[config.mk]
export PLATFORM = sky130hd
export DESIGN_NAME = mtimer_unit
export DESIGN_NICKNAME = d
export VERILOG_FILES = /design/src/rtl/mtu_pkg.sv /design/src/rtl/mtu_prescaler.sv /design/src/rtl/mtu_channel.sv /design/src/rtl/mtimer_unit.sv
export SDC_FILE = /design/constraint.sdc
export NUM_CORES = 1
export LEC_CHECK = 0
export BUFFER_PORTS_ARGS = -buffer_cell sky130_fd_sc_hd__buf_2
export CORE_MARGIN = 2
export CORE_UTILIZATION = 39
export DETAILED_ROUTE_END_ITERATION = 12
export PLACE_DENSITY_LB_ADDON = 0.12
export SETUP_SLACK_MARGIN = 0.4
export SYNTH_ARGS = -nofsm -noshare
export SYNTH_HDL_FRONTEND = slang
export SYNTH_SLANG_ARGS = --single-unit
export TNS_END_PERCENT = 1
[constraint.sdc]
create_clock -name clk -period 7.2 [get_ports clk]
set_clock_uncertainty 0.2 [all_clocks]
set_input_delay 2.16 -clock clk [delete_from_list [all_inputs] [get_ports clk]]
set_output_delay 2.16 -clock clk [all_outputs]
set_load 0.05 [all_outputs]
[src/rtl/mtu_pkg.sv]
package mtu_pkg;
  localparam int REG_CNT     = 0;
  localparam int REG_CST     = 1;
  localparam int REG_CTL     = 2;
  localparam int CTL_IE_BIT  = 5;
  localparam int CTL_UNF_BIT = 8;
  localparam int PS_W        = 8;

  // last prescaler state before a tick: (4 << 2*sel) - 1, reserved selects act as 0
  function automatic logic [PS_W-1:0] ps_last(input logic [2:0] sel);
    logic [PS_W:0] span;
    if (sel > 3'd3) span = (PS_W+1)'(4);
    else            span = (PS_W+1)'(4) << (2 * sel);
    return PS_W'(span - 1'b1);
  endfunction
endpackage

[src/rtl/mtu_prescaler.sv]
module mtu_prescaler
  import mtu_pkg::*;
(
  input  logic       clk,
  input  logic       rst_n,
  input  logic       run,
  input  logic [2:0] sel,
  output logic       tick
);
  logic [PS_W-1:0] div_q;
  logic [PS_W-1:0] last;

  assign last = ps_last(sel);
  // >= keeps a select change mid-period from stalling the divider
  assign tick = run && (div_q >= last);

  always_ff @(posedge clk) begin
    if (!rst_n)             div_q <= '0;
    else if (!run || tick)  div_q <= '0;
    else                    div_q <= div_q + 1'b1;
  end
endmodule

[src/rtl/mtu_channel.sv]
module mtu_channel
  import mtu_pkg::*;
#(
  parameter int CW = 32
) (
  input  logic          clk,
  input  logic          rst_n,
  input  logic          tick,
  input  logic          wr_cnt,
  input  logic          wr_cst,
  input  logic          wr_ctl,
  input  logic [CW-1:0] wdata,
  output logic [CW-1:0] cnt,
  output logic [CW-1:0] cst,
  output logic [2:0]    sel,
  output logic          ie,
  output logic          flag,
  output logic [CW-1:0] ctl_rd
);
  logic unf;

  assign unf = tick && (cnt == '0);

  always_ff @(posedge clk) begin
    if (!rst_n) begin
      cnt <= '1;
      cst <= '1;
    end else begin
      if (wr_cnt)    cnt <= wdata;
      else if (unf)  cnt <= cst;
      else if (tick) cnt <= cnt - 1'b1;
      if (wr_cst)    cst <= wdata;
    end
  end

  always_ff @(posedge clk) begin
    if (!rst_n) begin
      sel  <= '0;
      ie   <= 1'b0;
      flag <= 1'b0;
    end else begin
      if (wr_ctl) begin
        sel  <= wdata[2:0];
        ie   <= wdata[CTL_IE_BIT];
        flag <= (flag & wdata[CTL_UNF_BIT]) | unf;
      end else begin
        flag <= flag | unf;
      end
    end
  end

  always_comb begin
    ctl_rd              = '0;
    ctl_rd[2:0]         = sel;
    ctl_rd[CTL_IE_BIT]  = ie;
    ctl_rd[CTL_UNF_BIT] = flag;
  end
endmodule

[src/rtl/mtimer_unit.sv]
module mtimer_unit
  import mtu_pkg::*;
#(
  parameter  int NCH = 3,
  parameter  int CW  = 32,
  localparam int SW  = $clog2(NCH + 1),
  localparam int AW  = SW + 2
) (
  input  logic          clk,
  input  logic          rst_n,
  input  logic          bus_sel,
  input  logic          bus_wr,
  input  logic [AW-1:0] bus_addr,
  input  logic [CW-1:0] bus_wdata,
  output logic [CW-1:0] bus_rdata,
  output logic [NCH-1:0] irq
);
  logic [SW-1:0]          slot;
  logic [1:0]             rsel;
  logic                   wen;
  logic [NCH-1:0]         start_q;
  logic [NCH-1:0]         tick_v;
  logic [NCH-1:0]         flag_v;
  logic [NCH-1:0]         ie_v;
  logic [NCH-1:0][CW-1:0] cnt_a;
  logic [NCH-1:0][CW-1:0] cst_a;
  logic [NCH-1:0][CW-1:0] ctl_a;

  assign slot = bus_addr[AW-1:2];
  assign rsel = bus_addr[1:0];
  assign wen  = bus_sel && bus_wr;

  always_ff @(posedge clk) begin
    if (!rst_n)                                   start_q <= '0;
    else if (wen && slot == '0 && rsel == 2'd0)   start_q <= bus_wdata[NCH-1:0];
  end

  for (genvar c = 0; c < NCH; c++) begin : g_ch
    logic [2:0] sel_c;
    logic       hit;

    assign hit = wen && (slot == SW'(c + 1));

    mtu_prescaler u_ps (
      .clk   (clk),
      .rst_n (rst_n),
      .run   (start_q[c]),
      .sel   (sel_c),
      .tick  (tick_v[c])
    );

    mtu_channel #(.CW(CW)) u_ch (
      .clk    (clk),
      .rst_n  (rst_n),
      .tick   (tick_v[c]),
      .wr_cnt (hit && rsel == 2'(REG_CNT)),
      .wr_cst (hit && rsel == 2'(REG_CST)),
      .wr_ctl (hit && rsel == 2'(REG_CTL)),
      .wdata  (bus_wdata),
      .cnt    (cnt_a[c]),
      .cst    (cst_a[c]),
      .sel    (sel_c),
      .ie     (ie_v[c]),
      .flag   (flag_v[c]),
      .ctl_rd (ctl_a[c])
    );

    assign irq[c] = flag_v[c] & ie_v[c];
  end

  always_comb begin
    bus_rdata = '0;
    if (slot == '0) begin
      if (rsel == 2'd0) bus_rdata[NCH-1:0] = start_q;
    end else begin
      for (int c = 0; c < NCH; c++) begin
        if (slot == SW'(c + 1)) begin
          case (rsel)
            2'(REG_CNT): bus_rdata = cnt_a[c];
            2'(REG_CST): bus_rdata = cst_a[c];
            2'(REG_CTL): bus_rdata = ctl_a[c];
            default:     bus_rdata = '0;
          endcase
        end
      end
    end
  end
endmodule

* After elaboration in Yosys (flattened, before gate mapping)
Index checks and enable logic that the tools add are counted.
** Storage, ports and cells
- Input bits :: 40
- Output and inout bits :: 35
- Register bits :: 234
** Cells by class
- Shifts and indexed selects :: 3
- Bitwise gates (word level) :: 13
- Equality and inequality tests :: 5
- $add $sub $neg :: 9
- Muxes and demuxes :: 24
- Magnitude comparators :: 6
- Reduce and logical (&&, ||, !) cells :: 38
** Operators with widths (count)
- 2-to-1 mux 32 bit :: 12
- one-hot mux 32 bit (3 select lines) :: 3
- logical NOT 32 bit :: 3
- subtractor 32 x 1 -> 32 bit, second input constant :: 3
- 2-to-1 mux 29 bit :: 1
- adder 8 x 1 -> 8 bit, second input constant :: 3
- >= comparator 8 bit :: 3
- 2-to-1 mux 8 bit :: 3
- << shifter 3 x 4 -> 8 bit, first input constant :: 3
- subtractor 8 x 1 -> 8 bit, second input constant :: 3
- logical AND 1 bit :: 21
- greater-than comparator 3 x 2 -> 1 bit, second input constant :: 3
- nonzero test 3 bit :: 3
- AND 1 bit :: 6
- equality test 2 bit, second input constant :: 3
- 2-to-1 mux 3 bit :: 2
- bitwise OR 1 bit :: 6
- OR reduction 2 bit :: 3
- equality test 2 x 1 -> 1 bit, second input constant :: 2
- logical NOT 2 bit :: 2
- logical NOT 1 bit :: 3
- logical OR 1 bit :: 3
- 2-to-1 mux 1 bit :: 3
- inverter 1 bit :: 1

* Depth between registers and ports, before layout
- Depth after elaboration :: 8
- Gate-level depth with buffers :: 15
- Gate-level depth less buffers :: 13

* Hierarchy
From an unflattened synthesis, not the netlist that was laid out.
** Second synthesis, totals
- Cell total of the unflattened synthesis :: 1952
- Area total of the unflattened synthesis :: 16095.4 um2
** Modules (own cells, without submodules)
- mtu_channel at g_ch[1].u_ch ... :: instances 2, sequential area each 1381.3 um2, cells an instance 461, area an instance 3882.5 um2
- mtu_channel at g_ch[0].u_ch :: instances 1, sequential area each 1381.3 um2, cells an instance 452, area an instance 3872.5 um2
- mtimer_unit :: instances 1, sequential area each 60.1 um2, cells an instance 404, area an instance 2896.5 um2
- mtu_prescaler :: instances 3, sequential area each 160.2 um2, cells an instance 58, area an instance 520.5 um2

* Least setup slack after synthesis
No wires, ideal clock.
- Kind :: in2out
- Start point :: in bus_addr[0]
- End point :: out bus_rdata[8]
- Data required time :: 4840 ps
- Stages :: 7
- Path slack :: 460 ps
- Arrival time :: 4380 ps
- Path buffers :: 3
- Cell sequence :: clkbuf_1 > buf_1 > buf_1 > mux2i_1 > o21ai_0 > nand3_1 > a21oi_1
** Between the ends
- Word-level cells in the longest chain between the ends :: 6
- Elaborated cells on any way between the ends :: 10
- Classes of those cells :: 2 x eq/ne; 7 x mux; 1 x reduce/logical
** RTL lines
- start, declared :: RTL line mtimer_unit.sv:13 : input logic [AW-1:0] bus_addr,
- equality test 2 bit (tied with other cells) :: RTL line mtimer_unit.sv:78 : case (rsel)
- one-hot mux 32 bit (3 select lines) :: RTL line mtimer_unit.sv:78
- 2-to-1 mux 32 bit (2 in a row) :: RTL line mtimer_unit.sv:77 : if (slot == SW'(c + 1)) begin
- 2-to-1 mux 32 bit * :: RTL line mtimer_unit.sv:77
- 2-to-1 mux 29 bit * :: RTL line mtimer_unit.sv:73 : if (slot == '0) begin
- end, declared :: RTL line mtimer_unit.sv:15 : output logic [CW-1:0] bus_rdata,
Every way passes the cells marked *; elsewhere a longest branch is shown, timed or not.

* Worst setup path in the final report
- Start point :: in bus_addr[0]
- End point :: out bus_rdata[23]
Same word-level chain as after synthesis.

==> Implementation_results.wiki <==
{| class="wikitable"
! Metric !! Value
|-
| Power spent charging and discharging nets || 0.862 mW
|-
| Layout overhead on the synthesized area || 12.1%
|-
| Share of power burned in registers || a little over two fifths
|-
| Hold/Removal Path Class || reg2reg
|-
| Violations in the final reports || design-rule violations
|-
| Avg WL per Cell || 22.5 um
|-
| Maximum fanout count along the critical path || 44
|-
| Fraction of synthesized cell area in xor and xnor cells || between 4 and 5%
|-
| Latest clock arrival within the worst-skew pair || 0.58 ns
|-
| Worst-case hold slack || roughly 0.25 ns
|-
| Multiplexer area fraction after synthesis || 8.46%
|-
| Transition time at the pin with the least slew margin || between 1 and 1.5 ns
|-
| Routability Congestion || 0.913
|-
| Hold path startpoint || g_ch[1].u_ps.div_q[0]
|-
| Maximum number of pins on one net before global-route repair || just over 90
|-
| First-pass GRT wire length || a little over 80 mm
|-
| Num ports || 75
|-
| Via density || 6.03
|-
| HPWL after detailed placement || around 36 mm
|-
| Top-area cell type share of the netlist area || between 30% and 40%
|-
| Ranking of synthesized cells by instance count || nand2_1 (311), dfxtp_1 (234), nor2_1 (183), nand3_1 (176), clkbuf_1 (120)
|-
| Internal Pwr Total || ~2.3 mW
|-
| Gate Count Post-Synth || around 1900
|-
| Final-report max-slew violation count || 0
|-
| Vias in the first global route || ~13000
|-
| Combinational family with the most area after synthesis || simple AND/OR/NAND/NOR gates
|-
| Dominant cell type by area after synthesis || dfxtp_1
|-
| Via count || roughly 14000
|-
| Required time at the worst-slack endpoint || about 4.8 ns
|-
| Arrival time at the worst endpoint || ~4.3 ns
|-
| Fraction of the mapped netlist area in compound gates || 15.6%
|-
| Async set-reset flop share out of synthesis || 0%
|-
| Clock network fraction of total power || between 40% and 50%
|-
| Peak VDD IR || ~0.22 mV
|-
| Number of setup violations in the final report || 0
|-
| Die width || 194 um
|-
| Post-layout worst setup margin || roughly 0.50 ns
|-
| Most common cell in the synthesized netlist || nand2_1
|-
| Placeable core region || between 0.03 and 0.04 sq mm
|-
| Grt ovf || 0
|-
| Maximum buffer depth of the clock tree || 3
|-
| RSZ-0062 raised after global routing || false
|-
| Synthesized area per cell || approximately 7.6 sq um
|-
| Number of DRC violations after detailed-routing iteration 0 || 1335
|-
| Classification of the worst setup path || in2out
|-
| Antenna violations before repair || 1
|-
| GRT Total Usage || 27.3%
|-
| Clock Sink Count || 234
|-
| Arithmetic-cell share of the synthesized area counting full adders, half adders and majority gates || ~2.3%
|-
| CTS H-tree depth || 1
|-
| Die extent in y || just under 200 um
|-
| Number of enable-type register cells in the synthesized netlist || 0
|-
| DP Area || 0.0148 sq mm
|-
| Final Critical Period || approximately 6.7 ns
|-
| DRC violations left || 5
|-
| Final Cycle Share || between 90% and 100%
|-
| CTS tree || built
|-
| Non-Filler Instances || around 2300
|-
| Flops & latches, synth || around 230
|-
| PwrDens || 201 mW/mm^2
|-
| Post-synthesis share of cell area spent on and, or, nand and nor gates || a little under a third
|-
| Top area cells in the synthesized netlist || dfxtp_1 (33%), nand2_1 (8.3%), mux2i_1 (7.6%)
|-
| Final antenna-violating net count || 0
|-
| Netlist area before placement || around 0.014 sq mm
|-
| Run status || finished with violations
|-
| F_max || roughly 0.15 GHz
|-
| Antenna diode count || 0
|-
| Distinct cell type count after synthesis || 73
|-
| Hold-fix buffer count after cts || 0
|-
| Setup fix buffers added after clock tree synthesis || 0
|-
| Startpoint of the most critical register-to-register path || g_ch[2].u_ch.sel[0]
|-
| CTS clk-pin slew, worst paths || ~0.060 ns
|-
| Synthesized Nets || roughly 1900
|-
| Sequential share of the synthesized area || between 30% and 40%
|-
| Final hold viol count || 0
|-
| Static power due to leakage || approximately 6.4 nW
|-
| Pre-antenna DRT Iters || 9
|-
| Starting Density || 39.6%
|-
| Crit start category || input pin
|-
| CP endpoint kind || primary output
|-
| DP Cell Count || about 2300
|-
| Cell at the root of the clock tree || clkbuf_16
|-
| TritonCTS buffer count || 29
|-
| Number of nets in the layout || 1926
|-
| Fraction of final layout cells sized beyond drive strength 1 || a little under an eighth
|-
| Port buffer count || 74
|-
| Site Rows || roughly 70
|-
| Number of maximum-capacitance constraint violations || 0
|-
| Finished Cell Area || roughly 0.016 sq mm
|-
| Final Util || approximately 44%
|-
| Slew Limit Headroom || roughly 30%
|-
| Fraction of power consumed by combinational cells || 9.5%
|-
| Net switching share of the total power || around 27%
|-
| Setup WS pre-CTS || 0.596 ns
|-
| Die Footprint || 0.0378 sq mm
|-
| Crit. Startpoint || bus_addr[0]
|-
| Total power after layout || 3.19 mW
|-
| Final-layout setup total negative slack || 0 ns
|-
| Yosys warning count || 0
|-
| # resized after CTS || 0
|-
| Main synth FF type || dfxtp_1
|-
| Detailed Route WL || 52.8 mm
|}
[power groups by stage]
stage / Clock [mW] / Combinational [mW] / Sequential, mW
2_1_floorplan: 0 / 0.197 / 1.35
4_1_cts: 1.57 / 0.300 / 1.33
6_report: 1.56 / 0.304 / 1.33
5_1_grt: 1.63 / 0.321 / 1.33
3_3_place_gp: 0 / 0.299 / 1.36
3_5_place_dp: 0 / 0.299 / 1.36
[cell type report]
cell class / instances / area [sq um]
Fill cell: 3604 / 19800
Sequential cell: 234 / 4680
Clock buffer: 40 / 857
Timing Repair Buffer: 111 / 682
Tap cell: 461 / 577
Clock inverter: 13 / 150
Multi-Input combinational cell: 1465 / 8820
Inverter: 19 / 71.3
[cell usage in the layout, fill, tap and decap left out, drive strengths merged, types with 17 or more instances in the layout]
| cell | n |
|---|---|
| nand2 | 311 |
| dfxtp | 234 |
| nor2 | 185 |
| nand3 | 176 |
| buf | 111 |
| mux2i | 107 |
| o21ai | 102 |
| nand4 | 59 |
| a21oi | 57 |
| o211ai | 44 |
| xor2 | 43 |
| clkbuf | 40 |
| nor3 | 39 |
| xnor2 | 32 |
| nor4 | 32 |
| ha | 26 |
| or3 | 23 |
| o221a | 22 |
| inv | 21 |
| and3 | 17 |
[per-layer routing]
layer	share of wire, %	vias to the layer above	routed length (um)	track usage [%]
met5	0	-	0	0
met4	2.5	0	1300	7.86
met3	9.1	93	4800	6.44
met2	42	545	22300	41.3
met1	46	6824	24300	38.7
li1	-	6662	-	-
[sequential cells by signal (all words and copies together) (netlist names)]
name / flops
g_ch.u_ch.ie: 3
start_q: 3
g_ch.u_ps.div_q: 24
g_ch.u_ch.cst: 96
g_ch.u_ch.sel: 9
g_ch.u_ch.flag: 3
g_ch.u_ch.cnt: 96
[final timing paths]
path                            to  slack [ns]  cells past startpoint
max reg2reg   g_ch[2].u_ch.cnt[24]        3.27                     10
min          g_ch[1].u_ps.div_q[0]        0.25                      1
max                  bus_rdata[23]        0.50                      6
min reg2reg  g_ch[1].u_ps.div_q[0]        0.25                      1
[logic make-up (layout without fill, tap and decap cells)]
group	count (synthesis)	in the layout
AO/OA/AOI/OAI	328	328
XOR/XNOR	75	75
adder cells (fa/ha/maj)	26	26
buffers and inverters	167	183
flip-flops	234	234
multiplexers	114	114
AND/OR/NAND/NOR	922	922
[worst max-delay path, cell delays in order]
cell	delay [ns]
buf_4	0.63
buf_12	0.32
mux2i_1	0.54
nor2_1	0.13
o221a_2	0.27
buf_2	0.21
Note: power is estimated with default switching activity, not from simulation.
